File: config.mk
export PLATFORM = sky130hd
export DESIGN_NAME = supply_reset_gen
export DESIGN_NICKNAME = d
export VERILOG_FILES = /design/src/rtl/supv_pkg.sv /design/src/rtl/level_filter.sv /design/src/rtl/hold_timer.sv /design/src/rtl/supply_reset_gen.sv
export SDC_FILE = /design/constraint.sdc
export NUM_CORES = 1
export LEC_CHECK = 0
export ABC_AREA = 1
export BUFFER_PORTS_ARGS = -buffer_cell sky130_fd_sc_hd__buf_2
export CAP_MARGIN = 20
export CORE_UTILIZATION = 55
export CTS_BUF_LIST = sky130_fd_sc_hd__clkbuf_4
export CTS_CLUSTER_SIZE = 12
export DETAILED_ROUTE_END_ITERATION = 16
export GPL_TIMING_DRIVEN = 0
export PLACE_DENSITY = 0.71
export REMOVE_ABC_BUFFERS = 1
export SYNTH_ARGS = -nofsm -noshare
export SYNTH_HDL_FRONTEND = slang
export SYNTH_SLANG_ARGS = --single-unit
File: constraint.sdc
create_clock -name clk -period 2.22 [get_ports clk]
set_input_delay 0.111 -clock clk [delete_from_list [all_inputs] [get_ports clk]]
set_output_delay 0.111 -clock clk [all_outputs]
set_load 0.03 [all_outputs]
File: src/rtl/supv_pkg.sv
// Shared helpers for the supply supervisor reset generator.
// Assumes: counts passed in are non-negative.
package supv_pkg;

    // Number of bits needed to hold values 0..n inclusive.
    function automatic int cnt_width(input int n);
        return (n < 2) ? 1 : $clog2(n + 1);
    endfunction

endpackage

File: src/rtl/level_filter.sv
// Saturating-counter glitch filter. The output takes the input's level only
// after the input has differed from the output on FILT_CYC consecutive edges.
// Assumes: din is synchronous to clk; FILT_CYC >= 1.
module level_filter #(
    parameter int FILT_CYC = 4,
    parameter bit RST_VAL  = 1'b1
) (
    input  logic clk,
    input  logic rst_n,
    input  logic din,
    output logic dout
);
    import supv_pkg::*;

    localparam int CW = cnt_width(FILT_CYC);
    localparam logic [CW-1:0] LAST = CW'(FILT_CYC - 1);

    logic [CW-1:0] cnt;

    // Count cycles of disagreement; adopt the new level when the count saturates.
    always_ff @(posedge clk) begin
        if (!rst_n) begin
            dout <= RST_VAL;
            cnt  <= '0;
        end else if (din == dout) begin
            cnt <= '0;
        end else if (cnt == LAST) begin
            dout <= din;
            cnt  <= '0;
        end else begin
            cnt <= cnt + CW'(1);
        end
    end

    AST_FILT_FOLLOWS_INPUT: assert property (@(posedge clk) disable iff (!rst_n)
        (dout != $past(dout)) |-> ($past(din) == dout));

    AST_FILT_CNT_BOUND: assert property (@(posedge clk) disable iff (!rst_n)
        (din != dout && cnt != LAST) |=> (dout == $past(dout)));

endmodule

File: src/rtl/hold_timer.sv
// Post-release hold timer. Reloads on any active cause, counts down once the
// cause clears, and keeps 'active' high until the count is exhausted.
// Assumes: cause is a registered, already filtered signal; HOLD_CYC >= 1.
module hold_timer #(
    parameter int HOLD_CYC = 1400000
) (
    input  logic clk,
    input  logic rst_n,
    input  logic cause,
    output logic active
);
    import supv_pkg::*;

    localparam int HW = cnt_width(HOLD_CYC);
    localparam logic [HW-1:0] FULL = HW'(HOLD_CYC);

    logic [HW-1:0] cnt;

    // Reload while a cause is present, otherwise count down to zero.
    always_ff @(posedge clk) begin
        if (!rst_n) begin
            cnt <= FULL;
        end else if (cause) begin
            cnt <= FULL;
        end else if (cnt != '0) begin
            cnt <= cnt - HW'(1);
        end
    end

    // Registered reset request: a live cause or a running hold count.
    always_ff @(posedge clk) begin
        if (!rst_n) begin
            active <= 1'b1;
        end else begin
            active <= cause | (cnt != '0);
        end
    end

    AST_RELOAD_ON_CAUSE: assert property (@(posedge clk) disable iff (!rst_n)
        cause |=> (cnt == FULL));

    AST_COUNT_DOWN: assert property (@(posedge clk) disable iff (!rst_n)
        (!cause && cnt != '0) |=> (cnt == $past(cnt) - HW'(1)));

    AST_HOLD_KEEPS_ACTIVE: assert property (@(posedge clk) disable iff (!rst_n)
        (!cause && cnt != '0) |=> active);

endmodule

File: src/rtl/supply_reset_gen.sv
// Supply supervisor reset generator. Filters the manual reset pin and the
// undervoltage flag separately, merges them into one cause, and stretches
// the release through a shared hold timer. Output polarity is chosen by
// ACTIVE_HIGH.
// Assumes: mr_n is synchronised; uv_flag is high while the supply is low.
module supply_reset_gen #(
    parameter int CLK_KHZ     = 10000,
    parameter int HOLD_MS     = 140,
    parameter int MR_FILT_CYC = 16,
    parameter int UV_FILT_CYC = 100,
    parameter bit ACTIVE_HIGH = 1'b1
) (
    input  logic clk,
    input  logic rst_n,
    input  logic uv_flag,
    input  logic mr_n,
    output logic sys_rst
);
    localparam int HOLD_CYC = CLK_KHZ * HOLD_MS;

    logic mr_q;
    logic uv_q;
    logic cause;
    logic active;

    // Manual pin filter; the reset state is "pressed".
    level_filter #(.FILT_CYC(MR_FILT_CYC), .RST_VAL(1'b0)) u_mr_filt (
        .clk  (clk),
        .rst_n(rst_n),
        .din  (mr_n),
        .dout (mr_q)
    );

    // Undervoltage flag filter; the reset state is "supply low".
    level_filter #(.FILT_CYC(UV_FILT_CYC), .RST_VAL(1'b1)) u_uv_filt (
        .clk  (clk),
        .rst_n(rst_n),
        .din  (uv_flag),
        .dout (uv_q)
    );

    // Either filtered source is a reason to hold the system in reset.
    always_comb cause = ~mr_q | uv_q;

    hold_timer #(.HOLD_CYC(HOLD_CYC)) u_hold (
        .clk   (clk),
        .rst_n (rst_n),
        .cause (cause),
        .active(active)
    );

    // Pick the output polarity.
    generate
        if (ACTIVE_HIGH) begin : g_pol_high
            assign sys_rst = active;
        end else begin : g_pol_low
            assign sys_rst = ~active;
        end
    endgenerate

    AST_CAUSE_ASSERTS: assert property (@(posedge clk) disable iff (!rst_n)
        cause |=> active);

    AST_RELEASE_NEEDS_IDLE: assert property (@(posedge clk) disable iff (!rst_n)
        $fell(active) |-> ($past(mr_q) && !$past(uv_q)));

endmodule

# Word-level counts from Yosys, hierarchy flattened
# Index checks and enable logic that the tools add are counted.
# classes
addsub,3
n_eq_ne,4
bitwise_logic,6
reduce_logical,6
# op_table
cell,count
nonzero test 21 bit,1
subtractor 21 x 1 -> 21 bit (second input constant),1
adder 7 x 1 -> 7 bit (second input constant),1
== test 7 bit (second input constant),1
OR reduction 3 bit,2
adder 5 x 1 -> 5 bit (second input constant),1
== test 5 x 4 -> 1 bit (second input constant),1
inverter 1 bit,4
AND reduction 2 bit,2
== test 1 bit,2
bitwise OR 1 bit,2
OR reduction 2 bit,1
# word_totals
regBits,36
inputBits,4
out_inout_bits,1
word_cells,25

# Logic depth before layout (Yosys ltp)
# Gate-level depths: netlist of the first run.
# logic_depth
depth_word,3
ltp_mapped,9
ltp_nobuf,9

# Modules after synthesis
# A second synthesis of the first run with hierarchy kept.
# unflattened
cells_unflattened,272
hier_area_um2,1973.1
# modules_own_cells
module,instances,cells_per_inst,area_per_inst_um2,seq_area_each_um2
hold_timer,1,187,1320.0,440.4
level_filter at u_uv_filt,1,52,385.4,160.2
level_filter at u_mr_filt,1,31,260.2,120.1
supply_reset_gen,1,2,7.5,0.0

# Worst setup path after synthesis of the first run
# No wires, ideal clock.
# synth_timing
path_kind,register -> register
start,register u_mr_filt.cnt[0]
end,register u_mr_filt.cnt[3]
setup_time_ns,0.070
t_arrival_ns,1.320
required_ns,2.150
path_slack_ns,0.830
stages_incl_launch_ff,9
path_buffers,0
synth_period_minus_slack_ns,1.390
path_cell_list,dfxtp_1 > ha_1 > nand2_1 > nor2_1 > ha_1 > a21oi_1 > o211ai_1 > o21bai_1 > a21oi_1
# synth_between
elab_chain_len,2
elab_cells_between_ends,3
cone_classes,1 x add/sub; 1 x eq/ne; 1 x reduce/logical
# synth_rtl
element,line_no,text
"start, declared",level_filter.sv:18,logic [CW-1:0] cnt;
"start signal, assigned",level_filter.sv:31,cnt <= cnt + CW'(1);
"parallel branches: the longest is 2 deep, another holds adder 5 x 1 -> 5 bit",--,
# Several ways; the timed one is not identified.
# A chain may end at the register's enable or synchronous reset.

# Worst setup path in the final report of the first run
# layout_timing
start,register u_mr_filt.dout
end,register u_hold.cnt[11]
# layout_between
elab_chain_len,3
# layout_rtl
element,line_no,text
"start, declared",level_filter.sv:11,output logic dout
"start signal, assigned",level_filter.sv:28,dout <= din;
inverter 1 bit,supply_reset_gen.sv:43,always_comb cause = ~mr_q | uv_q;
bitwise OR 1 bit,supply_reset_gen.sv:43,
OR reduction 2 bit (no source line),--,
"end signal, assigned",hold_timer.sv:26,cnt <= cnt - HW'(1);
"end, declared",hold_timer.sv:17,logic [HW-1:0] cnt;
# Every way passes these cells.

==> metrics.cfg, run 1 <==
[run]
cap_violations = 0

[cts]
cts.clk_slew.worst_paths_ps = 110
cts_hold_buf = 1
cts-root-buf = clkbuf_4
cts.sinks = 36
cts_setup_buffers = 0
clockBufferDepth = 2
h-tree-depth = 2
cts_buffers = 5
cts_tree = done
clk_latency_ps = 350
cts-resized-gates = 0

[timing]
finalSetupViolations = 0
setup_slack_ps = 375
clock.fmax_mhz = 542
rsz0062_at_grt = no
finalHoldViolations = 0
slew_headroom = 0.614
final.min_clock_period_ps = 1840
fin_setup_tns_ps = 0
finalCritPeriodShare = 0.831
slew_viol_final = 0
final.setup_skew_ps = 4.73
worstMarginPinSlew_ps = 577

[setup_path]
cp.arrival_ps = 2090
critPathMaxFanout = 13
cp.required_ps = 2460
critPathLaunch = u_mr_filt.dout
critPathLaunchType = flip-flop
criticalPathCategory = reg -> reg
rr_startpoint = u_mr_filt.dout
crit_path_end_kind = flip-flop

[grt]
grt_pass1_wl_um = 5290
grt_max_degree = 23
gr-total-overflow = 0
grt_pass1_vias = 1254
antenna_found_initial = 0
grtUsageTotal = 0.202

[yosys]
ys.flop_type = dfxtp_1
synth.top_cell.area_share = 0.404
yosys_warnings = 0
ys_types = 29
yosysSeqAreaShare = 0.404
syn_area_um2 = 1780
syn_inst = 244
synth_area_per_cell_um2 = 7.31
ys_seq_elements = 36
async_reset_ff_frac = 0
synth_edf_count = 0
synthTopCellsByArea = dfxtp_1, nand2_1, nor2_1
synth_top_cell_by_area = dfxtp_1

[routing]
post_drt_wl_per_cell_um = 10.2
vias = 1462
drtIter0Drc = 107
drt_wl_total_um = 3030
drc = 0
ant_nets = 0
firstDrtPassIters = 4
via_per_inst = 4.91

[floorplanning]
pin_count = 5
die_area_um2 = 3470
rows = 20
chipHeight_um = 58.9
fp.coreArea_um2 = 3050
start_util = 0.584
die_w_um = 58.9

[placement]
place.gp.congestion = 0.848
portBuffers = 4
dpl.hpwl_um = 2200
pre_cts_ws_ps = 368

[min_path]
hp-start = uv_flag
hold_class = in -> reg

[pwr]
max-vdd-ir-drop_mv = 0.402
powerDensity_nw_per_um2 = 592
leakagePower_nw = 0.793

[run_status]
outcome = completed

[finish]
layout-drive-gt1-share = 0.114
final_util = 0.631
diodes = 0
fin_nets = 261
most-common-layout-cells = nand2_1, nor2_1, dfxtp_1, inv_1, nand3_1
syn_to_final_growth_pct = 8.07
layout_commonest_cell = nand2_1

[flip-flops by register name, summed over array words and instances, names as in the netlist]
register,cells
u_hold.active,1
u_hold.cnt,21
u_mr_filt.cnt,5
u_mr_filt.dout,1
u_uv_filt.cnt,7
u_uv_filt.dout,1
[area by class of cell]
cell class / count / area [um^2]
clock inverters: 2 / 35.0
clock buffers: 6 / 45.0
multi-input cells: 172 / 917
well taps: 44 / 55.1
flip-flops and latches: 36 / 721
repair buffers: 5 / 30.0
fillers: 296 / 1130
inverters: 33 / 124
[kinds of logic after synthesis]
logic type / synth area share
buffers and inverters: 0.0814
DFF: 0.404
AOI/OAI and AO/OA: 0.0751
xor gates and xnor gates: 0.0344
and+or+nand+nor: 0.377
adders and majority gates: 0.0281
[worst paths after layout]
kind	endpoint	slack, ps	cells after the start
min	u_uv_filt.dout	10	3
max	u_hold.cnt[11]	380	5
min reg2reg	u_mr_filt.cnt[0]	450	1
max reg2reg	u_hold.cnt[11]	380	5
[worst max-delay path, stage by stage, from the launching register on]
cell,delay [ps]
dfxtp_1,380
inv_1,80
nor3_4,500
clkinv_1,440
a21oi_1,220
o21ai_0,110
[power breakdown]
part	internal, mW	total [mW]	switching, mW	leakage (nW)
registers	0.649	0.651	0.00223	0.291
clock network	0.248	0.471	0.223	0.0456
logic	0.00757	0.0174	0.00982	0.456
total	0.905	1.14	0.235	0.793
[per-stage QoR]
stage / std cells / total power, mW / hold WS [ps] / instance area (um^2)
after global routing: 298 / 1.18 / 23.6 / 1930
after floorplan: 241 / 0.676 / 238 / 1760
after global placement: 289 / 0.682 / 370 / 1840
after CTS: 298 / 1.15 / 8.02 / 1930
final: 298 / 1.14 / 9.55 / 1930
after detailed placement: 289 / 0.683 / 376 / 1840
[Yosys cell counts, types with 3 or more instances]
master / instances
nand4_1: 4
xnor2_1: 4
nor2_4: 5
nand3_1: 14
nor3_1: 4
xor2_1: 3
a21oi_1: 11
dfxtp_1: 36
nand2_1: 47
nor3b_1: 4
ha_1: 4
inv_1: 31
nor2_1: 46
nand3_2: 3
o21ai_0: 8
[routing by layer]
| metal | vias to the layer above | track usage | part of all wire |
|---|---|---|---|
| met5 | - | 0 | 0 |
| met4 | 0 | 0.0884 | 0.021 |
| met3 | 8 | 0.0615 | 0.042 |
| met2 | 16 | 0.315 | 0.44 |
| met1 | 649 | 0.258 | 0.50 |
| li1 | 789 | - | - |
Power figures use the tool's default switching activity.
==> run 2, diff against run 1 <==
Settings changed: PLACE_DENSITY 0.71 to 0.73.
Clock period 2.22 ns to 1.6 ns, I/O delays scaled along.
==> metrics.cfg, run 2 (synthesized netlist as in run 1, its figures left out) <==
[setup_path]
cp.arrival_ps = 1770
reg2reg_depth = 7
critPathLaunchType = flip-flop
critPathMaxFanout = 6
cp.required_ps = 1870
crit_path_end_kind = flip-flop
criticalPathCategory = reg -> reg

[finish]
fillers = 295
top_regs = u_hold.cnt x21, u_uv_filt.cnt x7, u_mr_filt.cnt x5
largest_reg_flops = 21
multi_input_area_um2 = 963
fin_cells = 305
fin_nets = 269
design_area_um2 = 1990
diodes = 0
most-common-layout-cells = nand2_1, nor2_1, dfxtp_1, inv_1, nand3_1
layout_commonest_cell = nand2_1
syn_to_final_growth_pct = 11.7
regMostFlops = u_hold.cnt
layout-drive-gt1-share = 0.149
seqCellArea_um2 = 722

[grt]
grt_max_degree = 14
antenna_found_initial = 0
grt_pass1_wl_um = 5580
grt_pass1_vias = 1367
gr-total-overflow = 0
grtUsageTotal = 0.216

[floorplanning]
pin_count = 5
fp.coreArea_um2 = 3050
rows = 20
die_w_um = 58.9
die_area_um2 = 3470
start_util = 0.584
chipHeight_um = 58.9

[routing]
drt_wl_total_um = 3250
vias = 1533
firstDrtPassIters = 4
drc = 0
drtIter0Drc = 42
post_drt_wl_per_cell_um = 10.7
ant_nets = 0
via_per_inst = 5.03

[cts]
cts-root-buf = clkbuf_4
cts_buffers = 5
cts.clk_slew.worst_paths_ps = 100
cts.sinks = 36
clockBufferDepth = 2
h-tree-depth = 2
cts_tree = done
clk_latency_ps = 340

[timing]
setup_slack_ps = 94.9
finalSetupViolations = 0
final.setup_skew_ps = 6.82
whs_ps = 14.0
clock.fmax_mhz = 664
finalHoldViolations = 0
slew_headroom = 0.725
finalCritPeriodShare = 0.941
fin_setup_tns_ps = 0
rsz0062_at_grt = no
worstMarginPinSlew_ps = 412
slew_viol_final = 0
final.min_clock_period_ps = 1510

[placement]
place.gp.congestion = 0.811
dp.cells = 289
dpl.hpwl_um = 2140
pre_cts_ws_ps = -209
dpl_cell_area_um2 = 1840
portBuffers = 4

[pwr]
leakagePower_nw = 0.802
powerDensity_nw_per_um2 = 688
max-vdd-ir-drop_mv = 0.739

[run_status]
outcome = completed

[min_path]
hold_class = in -> reg
hold_path_depth = 3

[run]
cap_violations = 0

==> run 2: cell types whose count changed in the layout (fill, tap and decap cells not counted), sizes merged <==
| cell | before | now |
|---|---|---|
| buf | 4 | 9 |
| nand3 | 18 | 20 |
| bufinv | 1 | 0 |
| clkbuf | 6 | 5 |
| clkinvlp | 0 | 1 |
| dlygate4sd3 | 1 | 2 |
==> run 2: path summary, 6_finish.rpt <==
check	from	endpoint	slack, ps
hold / removal	rst_n	u_mr_filt.dout	10
setup / recovery	u_hold.cnt[17]	u_hold.cnt[0]	90
hold reg to reg	u_mr_filt.cnt[0]	u_mr_filt.cnt[0]	420
setup reg to reg	u_hold.cnt[17]	u_hold.cnt[0]	90
==> run 2: timing repair <==
item	in CTS	in global routing
hold buffers	2	0
setup buffers	0	5
endpoints found under the hold margin	2	0
gates cloned	1	1
setup endpoints to repair	13	17
pin swaps	2	4
gates resized for setup	2	6
==> run 2: routing by layer <==
| metal | vias up | GRT usage | wire length (um) |
|---|---|---|---|
| met5 | - | 0 | 0 |
| met4 | 0 | 0.102 | 44 |
| met3 | 5 | 0.0462 | 134 |
| met2 | 25 | 0.370 | 1560 |
| met1 | 685 | 0.256 | 1520 |
| li1 | 818 | - | - |
==> run 2: power by group <==
| group | internal, mW | total [mW] | switching (mW) | leakage [nW] |
|---|---|---|---|---|
| clock | 0.153 | 0.438 | 0.284 | 0.0261 |
| combinational | 0.0135 | 0.0285 | 0.0150 | 0.484 |
| sequential | 0.901 | 0.904 | 0.00316 | 0.291 |
==> run 2: cell type report <==
type / instances / share of cell area
multi-input cells: 174 / 0.484
flip-flops and latches: 36 / 0.362
inverters: 33 / 0.0647
repair buffers: 11 / 0.0389
well taps: 44 / 0.0276
clock buffers: 5 / 0.0188
clock inverters: 2 / 0.00377
==> run 2: metrics by stage <==
step,power (mW),util
floorplan,0.938,-
global placement,0.947,0.602
detailed placement,0.947,0.602
CTS,1.38,0.627
global route,1.44,0.652
finish,1.37,0.652
==> run 2: critical path: stages, from the launching register on <==
cell	delay, ps
dfxtp_1	360
nor2_1	140
nand2_1	100
nor2_2	340
nand3_4	180
clkinvlp_4	150
nand2_1	50
a21oi_1	120
==> run 3, diff against run 2 <==
Settings changed: ABC_CLOCK_PERIOD_IN_PS set to 1500, BUFFER_PORTS_ARGS -buffer_cell sky130_fd_sc_hd__buf_2 to unset, DONT_BUFFER_PORTS set to 1, PLACE_DENSITY 0.73 to 0.69.
Clock period 1.6 ns to 1.5 ns, I/O delays scaled along.
==> metrics.cfg, run 3 (synthesized netlist as in run 1, its figures left out) <==
[setup_path]
cp.required_ps = 1750
critPathLaunchType = flip-flop
rr_endpoint = u_mr_filt.cnt[3]
critPathMaxFanout = 3
cp.arrival_ps = 1720
crit_path_end_kind = flip-flop
criticalPathCategory = reg -> reg
ff2ff_setup_slack_ps = 40
reg2reg_depth = 8
rr_startpoint = u_mr_filt.cnt[0]

[cts]
cts_tree = done
clk_latency_ps = 330
cts-root-buf = clkbuf_4
cts_buffers = 5
h-tree-depth = 2
clockBufferDepth = 2
cts.sinks = 36
cts.clk_slew.worst_paths_ps = 110

[routing]
via_per_inst = 4.96
ant_nets = 0
drc = 0
firstDrtPassIters = 4
drt_wl_total_um = 3470
drtIter0Drc = 87
vias = 1532
post_drt_wl_per_cell_um = 11.2

[finish]
largest_reg_flops = 21
design_area_um2 = 2090
syn_to_final_growth_pct = 17.4
fillers = 268
layout-drive-gt1-share = 0.181
top_regs = u_hold.cnt x21, u_uv_filt.cnt x7, u_mr_filt.cnt x5
most-common-layout-cells = nand2_1, nor2_1, dfxtp_1, inv_1, nand3_1
layout_commonest_cell = nand2_1
fin_nets = 273
diodes = 0
regMostFlops = u_hold.cnt

[floorplanning]
chipHeight_um = 58.9
pin_count = 5
rows = 20
die_w_um = 58.9
start_util = 0.584
fp.coreArea_um2 = 3050
die_area_um2 = 3470

[placement]
portBuffers = 0
place.gp.congestion = 0.766
dpl.hpwl_um = 2180
dpl_cell_area_um2 = 1820

[min_path]
hp-start = uv_flag
whs_endpoint = u_uv_filt.cnt[0]
hold_path_depth = 3
hold_class = in -> reg

[timing]
finalCritPeriodShare = 0.975
rsz0062_at_grt = yes
finalSetupViolations = 0
finalHoldViolations = 0
final.setup_skew_ps = 15.1
clock.fmax_mhz = 684
slew_headroom = 0.782
final.min_clock_period_ps = 1460
worstMarginPinSlew_ps = 325
slew_viol_final = 0
fin_setup_tns_ps = 0

[grt]
grt_pass1_wl_um = 5680
grt_pass1_vias = 1347
grt_max_degree = 13
grtUsageTotal = 0.216
antenna_found_initial = 0
gr-total-overflow = 0

[pwr]
powerDensity_nw_per_um2 = 701
max-vdd-ir-drop_mv = 0.595
leakagePower_nw = 0.830
power_mw = 1.47

[run_status]
outcome = completed

[run]
cap_violations = 0

## run 3: metal layers
metal	up-vias	wire length, um	GRT usage
met5	-	0	0
li1	826	-	-
met3	5	86	0.0593
met2	18	1670	0.380
met4	0	34	0.0510
met1	683	1680	0.260
## run 3: timing repair
item / in CTS / in global routing
endpoints found under the setup margin: 21 / 28
cloned: 2 / 1
endpoints found under the hold margin: 3 / 5
gates resized for setup: 5 / 12
hold buffers: 3 / 1
pin swaps: 4 / 8
setup buffers: 3 / 7
## run 3: power breakdown
part           switching (mW)  internal, mW
clock                   0.306         0.164
sequential            0.00318         0.961
combinational          0.0161        0.0175
## run 3: final cells by class
cell class / instances / area, um^2 / share of cell area
Clock buffer: 5 / 37.5 / 0.0179
Clock inverter: 2 / 7.51 / 0.00359
Inverter: 33 / 129 / 0.0616
Multi-Input combinational cell: 175 / 1000 / 0.479
Sequential cell: 36 / 722 / 0.345
Tap cell: 44 / 55.1 / 0.0263
Timing Repair Buffer: 14 / 140 / 0.0669
## run 3: critical path: stages (launching register included)
cell,delay [ps]
dfxtp_2,330
ha_2,180
nand2_1,70
nor2_1,50
ha_2,190
a21oi_2,100
o211ai_1,160
o21bai_1,200
a21oi_1,120
## run 3: worst max path at each step
stage / startpoint / endpoint / slack, ps
after floorplan: u_hold.cnt[0] / u_hold.cnt[0] / 80
after global placement: u_mr_filt.dout / u_hold.cnt[18] / -290
after detailed placement: u_mr_filt.dout / u_hold.cnt[11] / -310
after CTS: u_hold.cnt[0] / u_hold.cnt[0] / 1
after global routing: u_hold.cnt[1] / u_hold.cnt[0] / -30
final: u_mr_filt.cnt[0] / u_mr_filt.cnt[3] / 40
## run 3: per-stage QoR
step	util	setup WS [ps]	cells	hold WS [ps]
detailed placement	0.595	-309	285	222
CTS	0.639	1.23	300	10.3
global placement	0.595	-294	285	207
floorplan	-	76.2	241	202
global route	0.686	-29.3	309	16.6
finish	0.686	38.0	309	9.15
